$ cat config.mk
export PLATFORM = sky130hd
export DESIGN_NAME = sync_preset_counter
export DESIGN_NICKNAME = d
export VERILOG_FILES = /design/src/rtl/spc_pkg.sv /design/src/rtl/spc_mode_dec.sv /design/src/rtl/spc_stage.sv /design/src/rtl/sync_preset_counter.sv
export SDC_FILE = /design/constraint.sdc
export NUM_CORES = 1
export LEC_CHECK = 0
export BUFFER_PORTS_ARGS = -buffer_cell sky130_fd_sc_hd__buf_2
export CORE_MARGIN = 2
export CORE_UTILIZATION = 35
export DETAILED_ROUTE_END_ITERATION = 16
export GPL_TIMING_DRIVEN = 1
export PLACE_DENSITY_LB_ADDON = 0.05
export SYNTH_ARGS = -nofsm -noshare
export SYNTH_HDL_FRONTEND = slang
export SYNTH_HIERARCHICAL = 1
export SYNTH_SLANG_ARGS = --single-unit
$ cat constraint.sdc
create_clock -name clk -period 6 [get_ports clk]
set_input_delay 0.6 -clock clk [delete_from_list [all_inputs] [get_ports clk]]
set_output_delay 0.6 -clock clk [all_outputs]
set_load 0.02 [all_outputs]
$ cat src/rtl/spc_pkg.sv
package spc_pkg;

   typedef enum logic [1:0] {
      MODE_HOLD  = 2'd0,
      MODE_COUNT = 2'd1,
      MODE_LOAD  = 2'd2,
      MODE_CLEAR = 2'd3
   } spc_mode_e;

   function automatic spc_mode_e pick_mode(input logic clr_n, input logic load_n,
                                           input logic en_p, input logic en_t);
      if (!clr_n)            return MODE_CLEAR;
      else if (!load_n)      return MODE_LOAD;
      else if (en_p && en_t) return MODE_COUNT;
      else                   return MODE_HOLD;
   endfunction

endpackage

$ cat src/rtl/spc_mode_dec.sv
module spc_mode_dec
   import spc_pkg::*;
(
   input  logic      clr_n,
   input  logic      load_n,
   input  logic      en_p,
   input  logic      en_t,
   output spc_mode_e mode
);

   always_comb begin
      mode = pick_mode(clr_n, load_n, en_p, en_t);
   end

endmodule

$ cat src/rtl/spc_stage.sv
module spc_stage
   import spc_pkg::*;
#(
   parameter int STAGE_W = 4
) (
   input  logic               clk,
   input  logic               clr_n,
   input  logic               load_n,
   input  logic               en_p,
   input  logic               en_t,
   input  logic [STAGE_W-1:0] d,
   output logic [STAGE_W-1:0] q,
   output logic               tc
);

   localparam logic [STAGE_W-1:0] ALL_ONES = '1;

   generate
      if (STAGE_W < 1) begin : g_bad_width
         $error("spc_stage: STAGE_W must be at least 1");
      end
   endgenerate

   spc_mode_e mode;
   logic [STAGE_W-1:0] q_r;
   logic [STAGE_W-1:0] q_next;

   spc_mode_dec u_dec (
      .clr_n  (clr_n),
      .load_n (load_n),
      .en_p   (en_p),
      .en_t   (en_t),
      .mode   (mode)
   );

   always_comb begin
      unique case (mode)
         MODE_CLEAR: q_next = '0;
         MODE_LOAD:  q_next = d;
         MODE_COUNT: q_next = q_r + STAGE_W'(1);
         default:    q_next = q_r;
      endcase
   end

   always_ff @(posedge clk) begin
      q_r <= q_next;
   end

   assign q  = q_r;
   assign tc = en_t && (q_r == ALL_ONES);

   // Assertion support: properties are armed once a clear has been seen.
   logic armed = 1'b0;
   always_ff @(posedge clk) begin
      if (!clr_n) armed <= 1'b1;
   end

   a_r1_clear_zero: assert property (@(posedge clk)
      !clr_n |=> (q == '0));

   a_r2_clear_over_load: assert property (@(posedge clk)
      (!clr_n && !load_n) |=> (q == '0));

   a_r3_load_value: assert property (@(posedge clk) disable iff (!armed)
      (clr_n && !load_n) |=> (q == $past(d)));

   a_r4_count_step: assert property (@(posedge clk) disable iff (!armed)
      (clr_n && load_n && en_p && en_t) |=> (q == STAGE_W'($past(q) + STAGE_W'(1))));

   a_r6_hold: assert property (@(posedge clk) disable iff (!armed)
      (clr_n && load_n && !(en_p && en_t)) |=> $stable(q));

endmodule

$ cat src/rtl/sync_preset_counter.sv
module sync_preset_counter
   import spc_pkg::*;
#(
   parameter int STAGE_W   = 4,
   parameter int N_STAGES  = 3,
   parameter bit LOOKAHEAD = 1'b0
) (
   input  logic                          clk,
   input  logic                          clr_n,
   input  logic                          load_n,
   input  logic [N_STAGES*STAGE_W-1:0]   din,
   input  logic                          cnt_en_p,
   input  logic                          cnt_en_t,
   output logic [N_STAGES*STAGE_W-1:0]   q,
   output logic                          tc_out
);

   localparam int TOTAL_W = N_STAGES * STAGE_W;
   localparam logic [TOTAL_W-1:0] TOTAL_ONES = '1;

   generate
      if (N_STAGES < 2) begin : g_bad_stages
         $error("sync_preset_counter: N_STAGES must be at least 2");
      end
      if (STAGE_W < 1) begin : g_bad_width
         $error("sync_preset_counter: STAGE_W must be at least 1");
      end
   endgenerate

   logic [N_STAGES-1:0] cet_vec;
   logic [N_STAGES-1:0] tc_vec;
   logic [TOTAL_W-1:0]  q_int;

   assign cet_vec[0] = cnt_en_t;

   generate
      if (LOOKAHEAD) begin : g_look
         logic [N_STAGES-2:0] full_vec;
         for (genvar j = 0; j < N_STAGES-1; j++) begin : g_full
            assign full_vec[j] = &q_int[j*STAGE_W +: STAGE_W];
         end
         for (genvar k = 1; k < N_STAGES; k++) begin : g_en
            assign cet_vec[k] = cnt_en_t && (&full_vec[k-1:0]);
         end
      end else begin : g_chain
         for (genvar k = 1; k < N_STAGES; k++) begin : g_en
            assign cet_vec[k] = tc_vec[k-1];
         end
      end
   endgenerate

   generate
      for (genvar s = 0; s < N_STAGES; s++) begin : g_stage
         spc_stage #(.STAGE_W(STAGE_W)) u_stage (
            .clk    (clk),
            .clr_n  (clr_n),
            .load_n (load_n),
            .en_p   (cnt_en_p),
            .en_t   (cet_vec[s]),
            .d      (din[s*STAGE_W +: STAGE_W]),
            .q      (q_int[s*STAGE_W +: STAGE_W]),
            .tc     (tc_vec[s])
         );
      end
   endgenerate

   assign q      = q_int;
   assign tc_out = tc_vec[N_STAGES-1];

   logic armed = 1'b0;
   always_ff @(posedge clk) begin
      if (!clr_n) armed <= 1'b1;
   end

   // the whole chain steps as one wide binary number
   a_r8_wide_step: assert property (@(posedge clk) disable iff (!armed)
      (clr_n && load_n && cnt_en_p && cnt_en_t) |=> (q == TOTAL_W'($past(q) + TOTAL_W'(1))));

   // all-ones wraps to zero across every stage
   a_r5_wrap: assert property (@(posedge clk) disable iff (!armed)
      (clr_n && load_n && cnt_en_p && cnt_en_t && q == TOTAL_ONES) |=> (q == '0));

   // terminal count only at all-ones with the carry enable high
   a_r7_tc_full: assert property (@(posedge clk) disable iff (!armed)
      tc_out |-> (cnt_en_t && q == TOTAL_ONES));

   generate
      for (genvar k = 0; k < N_STAGES-1; k++) begin : g_carry_chk
         // a stage's terminal count advances the next stage
         a_r8_stage_carry: assert property (@(posedge clk) disable iff (!armed)
            (clr_n && load_n && cnt_en_p && tc_vec[k])
            |=> (q[(k+1)*STAGE_W +: STAGE_W] ==
                 STAGE_W'($past(q[(k+1)*STAGE_W +: STAGE_W]) + STAGE_W'(1))));
      end
   endgenerate

endmodule

Word level (Yosys, flattened, before mapping)
Index checks and enable logic that the tools add are counted.
W data, S select, Z words.
{"block": "totals", "out_inout_bits": 13, "memories": 0, "input_bits": 17, "ramBits": 0, "latchBits": 0, "elab_cells": 39, "register_bits": 12, "romBits": 0}
{"block": "classes", "n_div": 0, "reduce_logical": 9, "n_mux": 12, "multipliers": 0, "n_lt_le_gt_ge": 0, "eq_ne": 12, "shifts": 0, "add_sub_neg": 3, "bitwise_logic": 0}
{"operator": "$pmux W4 S3", "count": 3}
{"operator": "$add A4 B1 Y4 const B", "count": 3}
{"operator": "$eq A2 B2 Y1 const B", "count": 6}
{"operator": "$eq A4 B4 Y1 const B", "count": 3}
{"operator": "$mux W2", "count": 6}
{"operator": "$reduce_bool A3 Y1", "count": 3}
{"operator": "$eq A2 B1 Y1 const B", "count": 3}
{"operator": "$logic_and A1 B1 Y1", "count": 6}
{"operator": "$mux W1", "count": 3}

Longest topological paths before layout
{"block": "depth", "depth_word": 9, "depth_mapped": 9, "ltp_nobuf": 9}

Modules after synthesis
The synthesis kept the hierarchy.
{"module": "spc_stage", "seq_area_each_um2": 120.1, "area_per_inst_um2": 276.5, "n_inst": 3, "cells_per_inst": 25}
{"module": "spc_mode_dec", "seq_area_each_um2": 0.0, "area_per_inst_um2": 12.5, "n_inst": 3, "cells_per_inst": 3}

Least setup slack after synthesis
Ideal clock, no wire load.
{"block": "synth_path", "path_kind": "reg-to-reg", "startpoint": "register g_stage[0].u_stage.q_r[0]", "endpoint": "register g_stage[2].u_stage.q_r[3], data pin", "required_time_ps": 5735, "path_buffers": 0, "arrival_ps": 1792, "slack_ps": 3944, "setup_time_ps": 265, "stages_incl_launch_ff": 10, "cell_sequence": "edfxtp_1 -> ha_1 -> and4_2 -> and4_2 -> nand3_1 -> nand2_1 -> inv_1 -> ha_1 -> nand3_1 -> o211ai_1"}
{"block": "synth_between", "elab_chain_cells": 9, "elab_cells_between_ends": 11, "cone_classes": "eq/ne (4); mux (4); reduce/logical (3)"}
{"element": "from (decl)", "line_no": "spc_stage.sv:25", "source": "logic [STAGE_W-1:0] q_r;"}
{"element": "from (signal assigned)", "line_no": "spc_stage.sv:46", "source": "q_r <= q_next;"}
{"element": "$eq A4 B4 Y1 *", "line_no": "spc_stage.sv:50", "source": "assign tc = en_t && (q_r == ALL_ONES);"}
{"element": "$logic_and A1 B1 Y1 *", "line_no": "spc_stage.sv:50"}
{"element": "named net cet_vec[1]", "line_no": "sync_preset_counter.sv:30", "source": "logic [N_STAGES-1:0] cet_vec;"}
{"element": "$logic_and A1 B1 Y1 *", "line_no": "spc_stage.sv:50"}
{"element": "named net cet_vec[2]", "line_no": "sync_preset_counter.sv:30"}
{"element": "$logic_and A1 B1 Y1 *", "line_no": "spc_pkg.sv:14", "source": "else if (en_p && en_t) return MODE_COUNT;"}
{"element": "$mux W1 *", "line_no": "spc_pkg.sv:14"}
{"element": "$mux W2 *", "line_no": "spc_pkg.sv:13", "source": "else if (!load_n) return MODE_LOAD;"}
{"element": "$mux W2 *", "line_no": "spc_pkg.sv:12", "source": "if (!clr_n) return MODE_CLEAR;"}
{"element": "named net g_stage[2].u_stage.mode[0]", "line_no": "spc_stage.sv:24", "source": "spc_mode_e mode;"}
{"element": "$eq A2 B1 Y1 / $eq A2 B2 Y1 (equally long branches)", "line_no": "spc_stage.sv:37", "source": "unique case (mode)"}
{"element": "$pmux W4 S3 *", "line_no": "spc_stage.sv:37"}
{"element": "named net g_stage[2].u_stage.q_next[3]", "line_no": "spc_stage.sv:26", "source": "logic [STAGE_W-1:0] q_next;"}
{"element": "to (signal assigned)", "line_no": "spc_stage.sv:46"}
{"element": "to (decl)", "line_no": "spc_stage.sv:25"}
Mark *: on every way through the listed nets, which the timed path passes. The rest lies on a longest branch.
A chain may end at the register's enable or synchronous reset.

Final worst setup path
{"block": "layout_path", "startpoint": "register g_stage[0].u_stage.q_r[0]", "endpoint": "output tc_out"}
{"block": "layout_between", "elab_chain_cells": 4}
{"element": "$eq A4 B4 Y1", "line_no": "spc_stage.sv:50"}
{"element": "$logic_and A1 B1 Y1", "line_no": "spc_stage.sv:50"}
{"element": "named net cet_vec[1]", "line_no": "sync_preset_counter.sv:30"}
{"element": "$logic_and A1 B1 Y1", "line_no": "spc_stage.sv:50"}
{"element": "named net cet_vec[2]", "line_no": "sync_preset_counter.sv:30"}
{"element": "$logic_and A1 B1 Y1", "line_no": "spc_stage.sv:50"}
{"element": "to (decl)", "line_no": "sync_preset_counter.sv:15", "source": "output logic tc_out"}
The timed path passes the listed nets, and every way through them passes these cells.

==> results.ini <==
[status]
status=finished, final reports clean

[synthesis]
netlist_area_um2=867
syn_avg_cell_area_um2=10.3
yosysSeqAreaShare=0.416
synth_top_area_cell=edfxtp_1
syn_nets=113
synth_area_leaders=edfxtp_1 42%, ha_1 17%, nand3_1 5.2%, a22oi_1 5.2%, nor2b_1 4.3%
yosysUniqueCellTypes=14
ys_warn_count=6
synth_top_area_frac=0.416
ys_ff_latch=12
netlist_instances=84

[cts]
clockBufferDepth=2
cts_setup_buffers=0
clkLatencyLatePin_ns=0.27
cts_root_buffer=clkbuf_4
htreeDepth=1
clk_pin_slew_worst_paths_ns=0.08
cts_made_buffers=3
clock_sinks=12
hold_buffers=0
post_cts_resized=0
cts_tree=built

[routing]
wirelength_um=1820
wl_per_cell_um=12.4
ant_nets=0
drtIter0Drc=14
viasPerCell=4.97
drc=0
vias=730
firstDrtPassIters=4

[timing]
drv_slew=0
rsz0062_at_grt=no
worstMarginPinSlew_ns=0.205
setup_viol=0
timing.final.crit_share=0.398
setup_tns_ns=0
skew_ns=0.00475
period_needed_ns=2.39
finalWorstSetupSlack_ns=3.61
slew_headroom=0.863
hold_viol_final=0
fmax_mhz=419

[floorplan]
die_y_um=53.8
core_area_mm2=0.00241
io_pins=30
die_x_um=53.8
initial_core_util=0.360
placementRows=18
die_area_mm2=0.00289

[place]
dpl.hpwl_um=1490
place.port_buffers=29
routabilityCongestion=0.723
dpl_cell_area_mm2=0.00105
dp_slack_ns=3.78

[setup_path]
reg2reg_to=g_stage[2].u_stage/q[3]
cp_max_fo=4
path_class=flop to output port
worstSetupEndpoint=tc_out
reg2reg_slack_ns=3.90
crit_arrival_ns=1.79
worst_setup_path_end_kind=output port
cp-startpoint=g_stage[0].u_stage/q[0]
worstPathRequired_ns=5.40
reg2reg_depth=9
rr_startpoint=g_stage[0].u_stage/q[0]
cp-start-kind=flop

[global_route]
grt_usage=0.142
grt_pass1_wl_um=2880
antenna_found_initial=0
grt_pass1_vias=691
grt_max_degree=8
grt.overflow.total=0

[flow_run]
cap_viol_max_count=0

[power]
total_power_uw=209
ir_drop_uv=97.3
p_leak_nw=0.529
power_density_mw_per_mm2=194

[cells_and_area]
stdcell_area_mm2=0.00108
largest_reg_flops=12
final_nets=147
synthToLayoutAreaGrowth_pct=24.1
layout-drive-gt1-share=0.299
antennaDiodeCount=0

[hold_path]
hold_path_class=primary input to flop

-- worst max-delay path: stages, from the launching register on --
cell      delay, ns
edfxtp_1       0.44
ha_1           0.26
and4_2         0.19
and4_2         0.24
and4_2         0.22
buf_2          0.15
-- where the power goes --
part / internal, mW / switching (mW) / total (mW) / leakage [nW]
clock: 0.0241 / 0.0289 / 0.0530 / 0.0154
sequential: 0.101 / 0.00660 / 0.107 / 0.138
combinational: 0.0205 / 0.0281 / 0.0485 / 0.375
total: 0.145 / 0.0636 / 0.209 / 0.529
-- final cells by class --
type                       instances  area, µm²
inverter                           9       33.8
tap                               30       37.5
multi-input combinational         63        473
fill                             248       1330
sequential                        12        360
clock buffer                       3       22.5
clock inverter                     1       3.75
timing repair buffer              29        145
-- placed cells by master, fill, tap and decap left out --
master / n
buf_2: 29
ha_1: 12
edfxtp_1: 12
inv_1: 9
nand3_1: 9
nand2_1: 9
a22oi_1: 6
nor2b_1: 6
clkbuf_4: 3
nand3b_1: 3
nand4_1: 3
o211ai_1: 3
xor2_1: 3
and4_2: 3
nand2b_1: 3
a21boi_0: 3
clkinv_1: 1
-- synth_stat cells --
library cell / number
a21boi_0: 3
nand2b_1: 3
nand4_1: 3
xor2_1: 3
nor2b_1: 6
nand2_1: 9
inv_1: 9
a22oi_1: 6
ha_1: 12
o211ai_1: 3
nand3_1: 9
edfxtp_1: 12
nand3b_1: 3
and4_2: 3
-- worst min path at each step --
stage / slack (ns) / start / depth (start not counted) / endpoint
floorplan: 0.75 / g_stage[0].u_stage/q[3] / 2 / g_stage[0].u_stage/q[3]
global placement: 0.65 / g_stage[2].u_stage/q[3] / 2 / g_stage[2].u_stage/q[3]
detailed placement: 0.66 / g_stage[0].u_stage/q[3] / 2 / g_stage[0].u_stage/q[3]
CTS: 0.65 / din[3] / 3 / g_stage[0].u_stage/q[3]
global route: 0.67 / din[5] / 3 / g_stage[1].u_stage/q[1]
finish: 0.66 / din[7] / 3 / g_stage[1].u_stage/q[3]
-- cell families after synthesis --
kind of cell,Yosys count,share of synthesized area
simple gates,36,0.238
buf+inv,9,0.0390
fa+ha+maj,12,0.173
flops,12,0.416
xor+xnor,3,0.0303
compound gates,12,0.104
-- layer usage --
metal  up-vias  GRT usage  routed length, µm
li1        375          -                  -
met1       340      0.171                852
met2        13      0.232                895
met3         2     0.0250                 61
met4         0     0.0897                 14
met5         -          0                  0
-- through the flow --
stage               cells  utilization  hold slack, ns
floorplan              84            -           0.750
global placement      143        0.436           0.649
detailed placement    143        0.436           0.657
CTS                   147        0.447           0.650
global route          147        0.447           0.671
finish                147        0.447           0.663
(Power assumes the default switching activity.)
